[config.mk]
export PLATFORM = sky130hd
export DESIGN_NAME = pwm10_dbuf
export DESIGN_NICKNAME = d
export VERILOG_FILES = /design/src/rtl/pwm10_pkg.sv /design/src/rtl/pwm_counter.sv /design/src/rtl/pwm_duty_buf.sv /design/src/rtl/pwm_out_stage.sv /design/src/rtl/pwm10_dbuf.sv
export SDC_FILE = /design/constraint.sdc
export NUM_CORES = 1
export LEC_CHECK = 0
export CAP_MARGIN = 20
export CORE_MARGIN = 2
export CORE_UTILIZATION = 40
export DETAILED_ROUTE_END_ITERATION = 6
export PLACE_DENSITY = 0.68
export SYNTH_ARGS = -nofsm -noshare
export SYNTH_HDL_FRONTEND = slang
export SYNTH_SLANG_ARGS = --single-unit
[constraint.sdc]
create_clock -name clk -period 2 [get_ports clk]
set_input_delay 0.5 -clock clk [delete_from_list [all_inputs] [get_ports clk]]
set_output_delay 0.5 -clock clk [all_outputs]
set_load 0.01 [all_outputs]
[src/rtl/pwm10_pkg.sv]
package pwm10_pkg;

    localparam int PWM_LO_W = 8;
    localparam int PWM_HI_W = 2;
    localparam int PWM_W    = PWM_LO_W + PWM_HI_W;

    typedef enum logic [1:0] {
        CNT_HOLD  = 2'd0,
        CNT_CLEAR = 2'd1,
        CNT_STEP  = 2'd2,
        CNT_WRAP  = 2'd3
    } cnt_act_e;

    typedef struct packed {
        logic en;
        logic pol;
    } pwm_mode_t;

    function automatic logic slave_load(cnt_act_e act);
        return (act == CNT_WRAP) || (act == CNT_CLEAR);
    endfunction

endpackage

[src/rtl/pwm_counter.sv]
module pwm_counter
    import pwm10_pkg::*;
#(
    parameter int W = PWM_W
) (
    input  logic         clk,
    input  logic         rst,
    input  logic         en,
    input  logic         tick,
    input  logic [W-1:0] limit,
    output logic [W-1:0] cnt_q,
    output cnt_act_e     act
);

    always_comb begin
        if (!en)                 act = CNT_CLEAR;
        else if (!tick)          act = CNT_HOLD;
        else if (cnt_q == limit) act = CNT_WRAP;
        else                     act = CNT_STEP;
    end

    always_ff @(posedge clk) begin
        if (rst) begin
            cnt_q <= '0;
        end else begin
            unique case (act)
                CNT_CLEAR, CNT_WRAP: cnt_q <= '0;
                CNT_STEP:            cnt_q <= cnt_q + W'(1);
                default:             cnt_q <= cnt_q;
            endcase
        end
    end

endmodule

[src/rtl/pwm_duty_buf.sv]
module pwm_duty_buf #(
    parameter int LO_W = pwm10_pkg::PWM_LO_W,
    parameter int HI_W = pwm10_pkg::PWM_HI_W,
    localparam int W   = LO_W + HI_W
) (
    input  logic            clk,
    input  logic            rst,
    input  logic            we,
    input  logic [LO_W-1:0] wdata,
    input  logic [HI_W-1:0] hi_bits,
    input  logic            load,
    output logic [W-1:0]    duty_act
);

    logic [LO_W-1:0] master_q;

    always_ff @(posedge clk) begin
        if (rst)     master_q <= '0;
        else if (we) master_q <= wdata;
    end

    always_ff @(posedge clk) begin
        if (rst)       duty_act <= '0;
        else if (load) duty_act <= {hi_bits, master_q};
    end

endmodule

[src/rtl/pwm_out_stage.sv]
module pwm_out_stage
    import pwm10_pkg::*;
#(
    parameter int W = PWM_W
) (
    input  pwm_mode_t    mode,
    input  logic [W-1:0] cnt,
    input  logic [W-1:0] duty,
    output logic         wave
);

    logic active;

    always_comb begin
        active = mode.en && (cnt < duty);
        wave   = active ^ mode.pol;
    end

endmodule

[src/rtl/pwm10_dbuf.sv]
module pwm10_dbuf
    import pwm10_pkg::*;
#(
    parameter int LO_W = PWM_LO_W,
    parameter int HI_W = PWM_HI_W,
    localparam int W   = LO_W + HI_W,
    localparam int HC_W = 2 * HI_W
) (
    input  logic            clk,
    input  logic            rst,
    input  logic            tick,
    input  logic            pwm_en,
    input  logic            pwm_pol,
    input  logic [LO_W-1:0] prd_lo,
    input  logic [HC_W-1:0] hi_cfg,
    input  logic            duty_we,
    input  logic [LO_W-1:0] duty_wdata,
    output logic [W-1:0]    cnt_out,
    output logic [W-1:0]    duty_live,
    output logic            pwm_out
);

    pwm_mode_t    mode;
    cnt_act_e     act;
    logic [W-1:0] limit;

    assign mode  = '{en: pwm_en, pol: pwm_pol};
    assign limit = {hi_cfg[HC_W-1:HI_W], prd_lo};

    pwm_counter #(.W(W)) u_cnt (
        .clk   (clk),
        .rst   (rst),
        .en    (pwm_en),
        .tick  (tick),
        .limit (limit),
        .cnt_q (cnt_out),
        .act   (act)
    );

    pwm_duty_buf #(.LO_W(LO_W), .HI_W(HI_W)) u_duty (
        .clk      (clk),
        .rst      (rst),
        .we       (duty_we),
        .wdata    (duty_wdata),
        .hi_bits  (hi_cfg[HI_W-1:0]),
        .load     (slave_load(act)),
        .duty_act (duty_live)
    );

    pwm_out_stage #(.W(W)) u_out (
        .mode (mode),
        .cnt  (cnt_out),
        .duty (duty_live),
        .wave (pwm_out)
    );

endmodule

==> flow_summary.json, run 1 <==
{
  "outcome": "finished, violations left",
  "violations": "negative setup slack",
  "crit_arrival_ns": 1.79,
  "drt-initial-drc-count": 55,
  "critical_path_class": "flip-flop to output port",
  "fmax_mhz": 437,
  "seq_area_frac_synth_pct": 31.0,
  "skew_ns": 0.00137,
  "yosysUniqueCellTypes": 29,
  "numCtsBuffers": 3,
  "ys_warn_count": 0,
  "synthesis.area_um2": 1810,
  "syn_nets": 265,
  "rsz0062_at_grt": "yes",
  "final_cell_mix": "clkdlybuf4s50_1 (45), buf_4 (34), nor2_1 (20)",
  "path_clk_slew_ns": 0.10,
  "crit_slowest_cell": "dfxtp_2",
  "finish.utilization_pct": 64.0,
  "syn_avg_cell_area_um2": 7.89,
  "drtAntennaViolNets": 0,
  "cts_buffer_depth": 2,
  "die_h_um": 71.2,
  "synth_top_area_share_pct": 31.0,
  "setup_tns_ns": -0.286,
  "hold_viol": 0,
  "cpLargestDelayFamily": "compound AO/OA/AOI/OAI gates",
  "area_delta_synth_final_pct": 54.2,
  "worstSkewPairLatency_ns": 0.29,
  "drv_slew": 0,
  "ys_ff_latch": 28,
  "dpl.hpwl_mm": 3.59,
  "setup-violations-final": 1,
  "track_usage_pct": 21.5,
  "die_w_um": 71.2,
  "syn_inst": 229,
  "dr.pass1.iters": 4,
  "path_cells": "inv_2, ha_4, a21o_1, a221oi_4, o2111ai_2, o311ai_1, buf_2",
  "n_antenna_cell": 0,
  "yosysTopAreaCell": "dfxtp_1",
  "antenna_found_initial": 0,
  "grt_overflow_total": 0,
  "ir_drop_v": 0.000353,
  "wire_per_inst_um": 14.6,
  "hp-class": "flip-flop to flip-flop",
  "core.rowCount": 24,
  "vias": 1881,
  "place.gp.congestion": 0.843,
  "max-cap-violations": 0,
  "layout_commonest_cell": "clkdlybuf4s50_1",
  "crit_fanout": 2,
  "vias_per_cell": 5.33,
  "grt_pass1_wl_mm": 8.66,
  "yosys-top-cells-area": "dfxtp_1 (31%), xnor2_1 (7.3%), ha_1 (6.9%)",
  "tritoncts": "built",
  "clkSinkCount": 28,
  "nNetsFinal": 338,
  "die-area_um2": 5070,
  "cp.required_ns": 1.50,
  "drive_gt1_share_pct": 23.9,
  "wl_mm": 5.15,
  "period_share_pct": 114,
  "crit_path_max_incr_delay_ns": 0.35,
  "worstMarginPinSlew_ns": 0.496,
  "slew_headroom_pct": 66.8,
  "root_buffer": "clkbuf_8",
  "grt_pass1_vias": 1913,
  "design.core.area_um2": 4350,
  "startpoint_type": "flip-flop",
  "grt_max_degree": 49,
  "htree_levels": 1,
  "initial_core_util_pct": 41.5,
  "leakage_uw": 0.00109,
  "min_period_ns": 2.29,
  "fin_ws_ns": -0.286,
  "total_power_uw": 1400,
  "port_buffers": 46,
  "io_pins": 47,
  "drcViolationCount": 0,
  "crit_buf_inv": 2,
  "power-per-cell-area_nw_per_um2": 502,
  "worst_setup_path_end_kind": "output port"
}
[cell type report]
| type | count | area [um2] |
|---|---|---|
| Multi-Input combinational cell | 173 | 1250 |
| Fill cell | 380 | 1570 |
| Timing Repair Buffer | 84 | 782 |
| Inverter | 12 | 45.0 |
| Tap cell | 52 | 65.1 |
| Sequential cell | 28 | 574 |
| Clock buffer | 3 | 41.3 |
| Clock inverter | 1 | 30.0 |
[per-stage QoR]
stage                     instances  hold WS, ns  cell area (um2)  setup WS [ns]
final                           353        0.514             2790         -0.286
after global routing            353        0.567             2790         -0.341
after CTS                       352        0.520             2770         -0.272
after detailed placement        346        0.492             2570         -0.601
after global placement          346        0.484             2570         -0.580
after floorplan                 229        0.467             1810         0.0149
[synthesized netlist by cell type]
| library cell | count |
|---|---|
| o21ai_0 | 10 |
| nand2_1 | 12 |
| nor3_1 | 14 |
| nor2b_1 | 10 |
| or3_4 | 1 |
| a221oi_1 | 1 |
| nand4_1 | 16 |
| dfxtp_1 | 28 |
| xnor2_1 | 15 |
| a21oi_1 | 12 |
| xor2_1 | 4 |
| o2111ai_1 | 1 |
| o21a_1 | 1 |
| a31oi_1 | 1 |
| o31ai_4 | 1 |
| and4_1 | 2 |
| nor2_1 | 20 |
| nand2b_1 | 2 |
| buf_1 | 2 |
| a21o_1 | 3 |
| and3_1 | 1 |
| clkbuf_1 | 14 |
| o311ai_0 | 1 |
| inv_1 | 12 |
| nor3b_1 | 10 |
| nand3_1 | 14 |
| mux2i_1 | 10 |
| ha_1 | 10 |
| nor3_2 | 1 |
[worst paths after layout]
kind                             end  cells past startpoint          startpoint  slack (ns)
setup / recovery             pwm_out                      7  u_duty.duty_act[5]       -0.29
setup reg to reg      u_cnt.cnt_q[5]                      6      u_cnt.cnt_q[4]        0.28
hold / removal    u_duty.master_q[1]                      2  u_duty.master_q[1]        0.51
hold reg to reg   u_duty.master_q[1]                      2  u_duty.master_q[1]        0.51
[registers in the layout (all words and copies together), names as in the netlist]
signal,cells
u_cnt.cnt_q,10
u_duty.duty_act,10
u_duty.master_q,8
[power by group]
part / leakage (uW) / switching (uW) / internal, uW
clock network: 0.0000357 / 200 / 269
registers: 0.000234 / 14.6 / 582
logic: 0.000824 / 149 / 185
[per-layer routing]
layer  vias up  GRT usage (%)  share of wire (%)
met1       865           29.7                 47
met3         7           2.42                5.3
li1        949              -                  -
met4         0           8.60                1.3
met2        60           34.2                 46
met5         -              0                  0
[tightest hold or removal path, stage by stage, from the launching register on]
cell,delay [ns]
dfxtp_1,0.35
mux2i_1,0.07
nor2_1,0.07
[kinds of logic (layout without fill, tap and decap cells)]
kind of cell / count (synthesis) / count (layout) / synth area share, %
compound gates: 31 / 31 / 10.7
xor+xnor: 19 / 19 / 9.21
fa+ha+maj: 10 / 10 / 6.93
buf+inv: 28 / 100 / 5.82
flops: 28 / 28 / 31.0
mux: 10 / 10 / 5.54
simple gates: 103 / 103 / 30.7
[timing repair]
action,4_1_cts,5_1_grt
endpoints found under the hold margin,0,0
setup buffers,2,1
endpoints found under the setup margin,1,9
hold buffers,0,0
resized for setup,29,3
pin swaps,10,2
Note: power is estimated with default switching activity, not from simulation.
==> run 2, diff against run 1 <==
--- a/config.mk
+++ b/config.mk
@@ -7,9 +7,9 @@
 export LEC_CHECK = 0
 export CAP_MARGIN = 20
 export CORE_MARGIN = 2
-export CORE_UTILIZATION = 40
+export CORE_UTILIZATION = 49
 export DETAILED_ROUTE_END_ITERATION = 6
-export PLACE_DENSITY = 0.68
+export PLACE_DENSITY = 0.8
 export SYNTH_ARGS = -nofsm -noshare
 export SYNTH_HDL_FRONTEND = slang
 export SYNTH_SLANG_ARGS = --single-unit
==> run 2 against run 1 <==
The run still ends with negative setup slack left. Combinational power decreased by 2%. Sequential share of layout area increased by 0.23 points. Clock-buffer cell count unchanged. Core utilization increased by 12 points. Sequential cell count unchanged. Largest power group unchanged. Fmax increased by 0.50%. Die area decreased by 17%.
==> flow_summary.json, run 2 (synthesis gave the netlist of run 1 again) <==
{
  "crit_arrival_ns": 1.77,
  "numCtsBuffers": 3,
  "grt_overflow_total": 0,
  "design.core.area_um2": 3610,
  "skew_ns": 0.00698,
  "total_power_uw": 1380,
  "pwr-share-clk_pct": 33.0,
  "cts_buffer_depth": 2,
  "grt_pass1_vias": 1898,
  "period_share_pct": 114,
  "n_antenna_cell": 0,
  "die_w_um": 64.7,
  "final_area_um2": 2740,
  "crit_fanout": 2,
  "layout_commonest_cell": "clkdlybuf4s50_1",
  "clkSinkCount": 28,
  "dr_wl_met2_mm": 2.56,
  "drt-initial-drc-count": 105,
  "dr.pass1.iters": 4,
  "reg_top3": "u_cnt.cnt_q (10), u_duty.duty_act (10), u_duty.master_q (8)",
  "track_usage_pct": 25.8,
  "io_pins": 47,
  "hp-class": "flip-flop to flip-flop",
  "tritoncts": "built",
  "slew_headroom_pct": 70.1,
  "wire_per_inst_um": 14.9,
  "dpl.hpwl_mm": 3.67,
  "combPwrFrac_pct": 23.7,
  "path_clk_slew_ns": 0.10,
  "p_int_uw": 1030,
  "reg2reg_from": "u_cnt.cnt_q[4]",
  "drive_gt1_share_pct": 22.3,
  "min_from": "u_duty.master_q[7]",
  "hold_ws_ns": 0.527,
  "wl_mm": 5.19,
  "hold_viol": 0,
  "m1WireLength_mm": 2.19,
  "grt_pass1_wl_mm": 8.58,
  "startpoint_type": "flip-flop",
  "place.gp.congestion": 0.843,
  "ir_drop_v": 0.000479,
  "worstMarginPinSlew_ns": 0.447,
  "worstSkewPairLatency_ns": 0.28,
  "drv_slew": 0,
  "swShare_pct": 25.2,
  "worst_setup_path_end_kind": "output port",
  "hold_buffers": 0,
  "initial_core_util_pct": 50.1,
  "cp.required_ns": 1.50,
  "core.rowCount": 22,
  "p_sw_uw": 347,
  "die-area_um2": 4190,
  "placed_area_um2": 2560,
  "worstSetupStartpoint": "u_duty.duty_act[5]",
  "final_cell_mix": "clkdlybuf4s50_1 (45), buf_4 (36), nor2_1 (20)",
  "rsz0062_at_grt": "yes",
  "max-cap-violations": 0,
  "antenna_found_initial": 0,
  "finish.utilization_pct": 76.1,
  "area_delta_synth_final_pct": 51.8,
  "die_h_um": 64.7,
  "drcViolationCount": 0,
  "seqPwrFrac_pct": 43.3,
  "root_buffer": "clkbuf_8",
  "vias_per_cell": 5.55,
  "vias": 1936,
  "leakage_uw": 0.00109,
  "fin_ws_ns": -0.275,
  "min_period_ns": 2.27,
  "htree_levels": 1,
  "nNetsFinal": 338,
  "critical_path_class": "flip-flop to output port",
  "port_buffers": 46,
  "fmax_mhz": 440,
  "top_layer_used": "met4",
  "setup-violations-final": 1,
  "violations": "negative setup slack",
  "grt_max_degree": 49,
  "power-per-cell-area_nw_per_um2": 502,
  "drtAntennaViolNets": 0,
  "dr_wl_met3_um": 371,
  "outcome": "finished, violations left"
}
[run 2: routing by layer]
metal,global-route usage (%),up-vias
li1,-,944
met1,34.6,894
met2,44.3,89
met3,2.78,9
met4,6.38,0
met5,0,-
[run 2: repair_timing]
item / CTS / global route
pin swaps: 8 / 6
buffers inserted: 1 / 1
endpoints found under the setup margin: 1 / 1
resized for setup: 20 / 5
[run 2: power groups by stage]
stage / clock network [uW] / registers [uW] / logic [uW]
2_1_floorplan: 0 / 614 / 134
3_3_place_gp: 0 / 605 / 302
3_5_place_dp: 0 / 606 / 308
4_1_cts: 452 / 595 / 321
5_1_grt: 482 / 599 / 352
6_report: 455 / 596 / 327
[run 2: final timing paths]
kind	cells past startpoint	slack, ns	endpoint
hold / removal	2	0.53	u_duty.master_q[7]
setup reg to reg	6	0.29	u_cnt.cnt_q[9]
hold reg to reg	2	0.53	u_duty.master_q[7]
setup / recovery	7	-0.27	pwm_out
[run 2: metrics by stage]
stage / TNS (ns) / cells / setup slack [ns]
after global placement: -1.80 / 343 / -0.571
after floorplan: 0 / 229 / 0.0149
after CTS: -0.277 / 348 / -0.277
after detailed placement: -2.17 / 343 / -0.623
final: -0.275 / 349 / -0.275
after global routing: -0.372 / 349 / -0.372
[run 2: worst max-delay path, stage by stage (launching register included)]
cell	delay (ns)
dfxtp_2	0.36
inv_2	0.05
ha_4	0.21
a21o_1	0.18
a221oi_4	0.31
o2111ai_2	0.13
o311ai_1	0.09
buf_2	0.17
[run 2: final cells by class]
| class | instances | area [um2] |
|---|---|---|
| Tap cell | 48 | 60.1 |
| Clock buffer | 3 | 41.3 |
| Multi-Input combinational cell | 173 | 1230 |
| Inverter | 12 | 45.0 |
| Sequential cell | 28 | 572 |
| Fill cell | 257 | 863 |
| Timing Repair Buffer | 84 | 766 |
| Clock inverter | 1 | 30.0 |
==> run 3, diff against run 2 <==
--- a/config.mk
+++ b/config.mk
@@ -9,6 +9,8 @@
 export CORE_MARGIN = 2
 export CORE_UTILIZATION = 49
 export DETAILED_ROUTE_END_ITERATION = 6
+export GPL_ROUTABILITY_DRIVEN = 1
+export HOLD_SLACK_MARGIN = 0.06
 export PLACE_DENSITY = 0.8
 export SYNTH_ARGS = -nofsm -noshare
 export SYNTH_HDL_FRONTEND = slang
==> results of run 3 <==
Same layout as run 2: the final DEF is identical, and so are final timing and power.
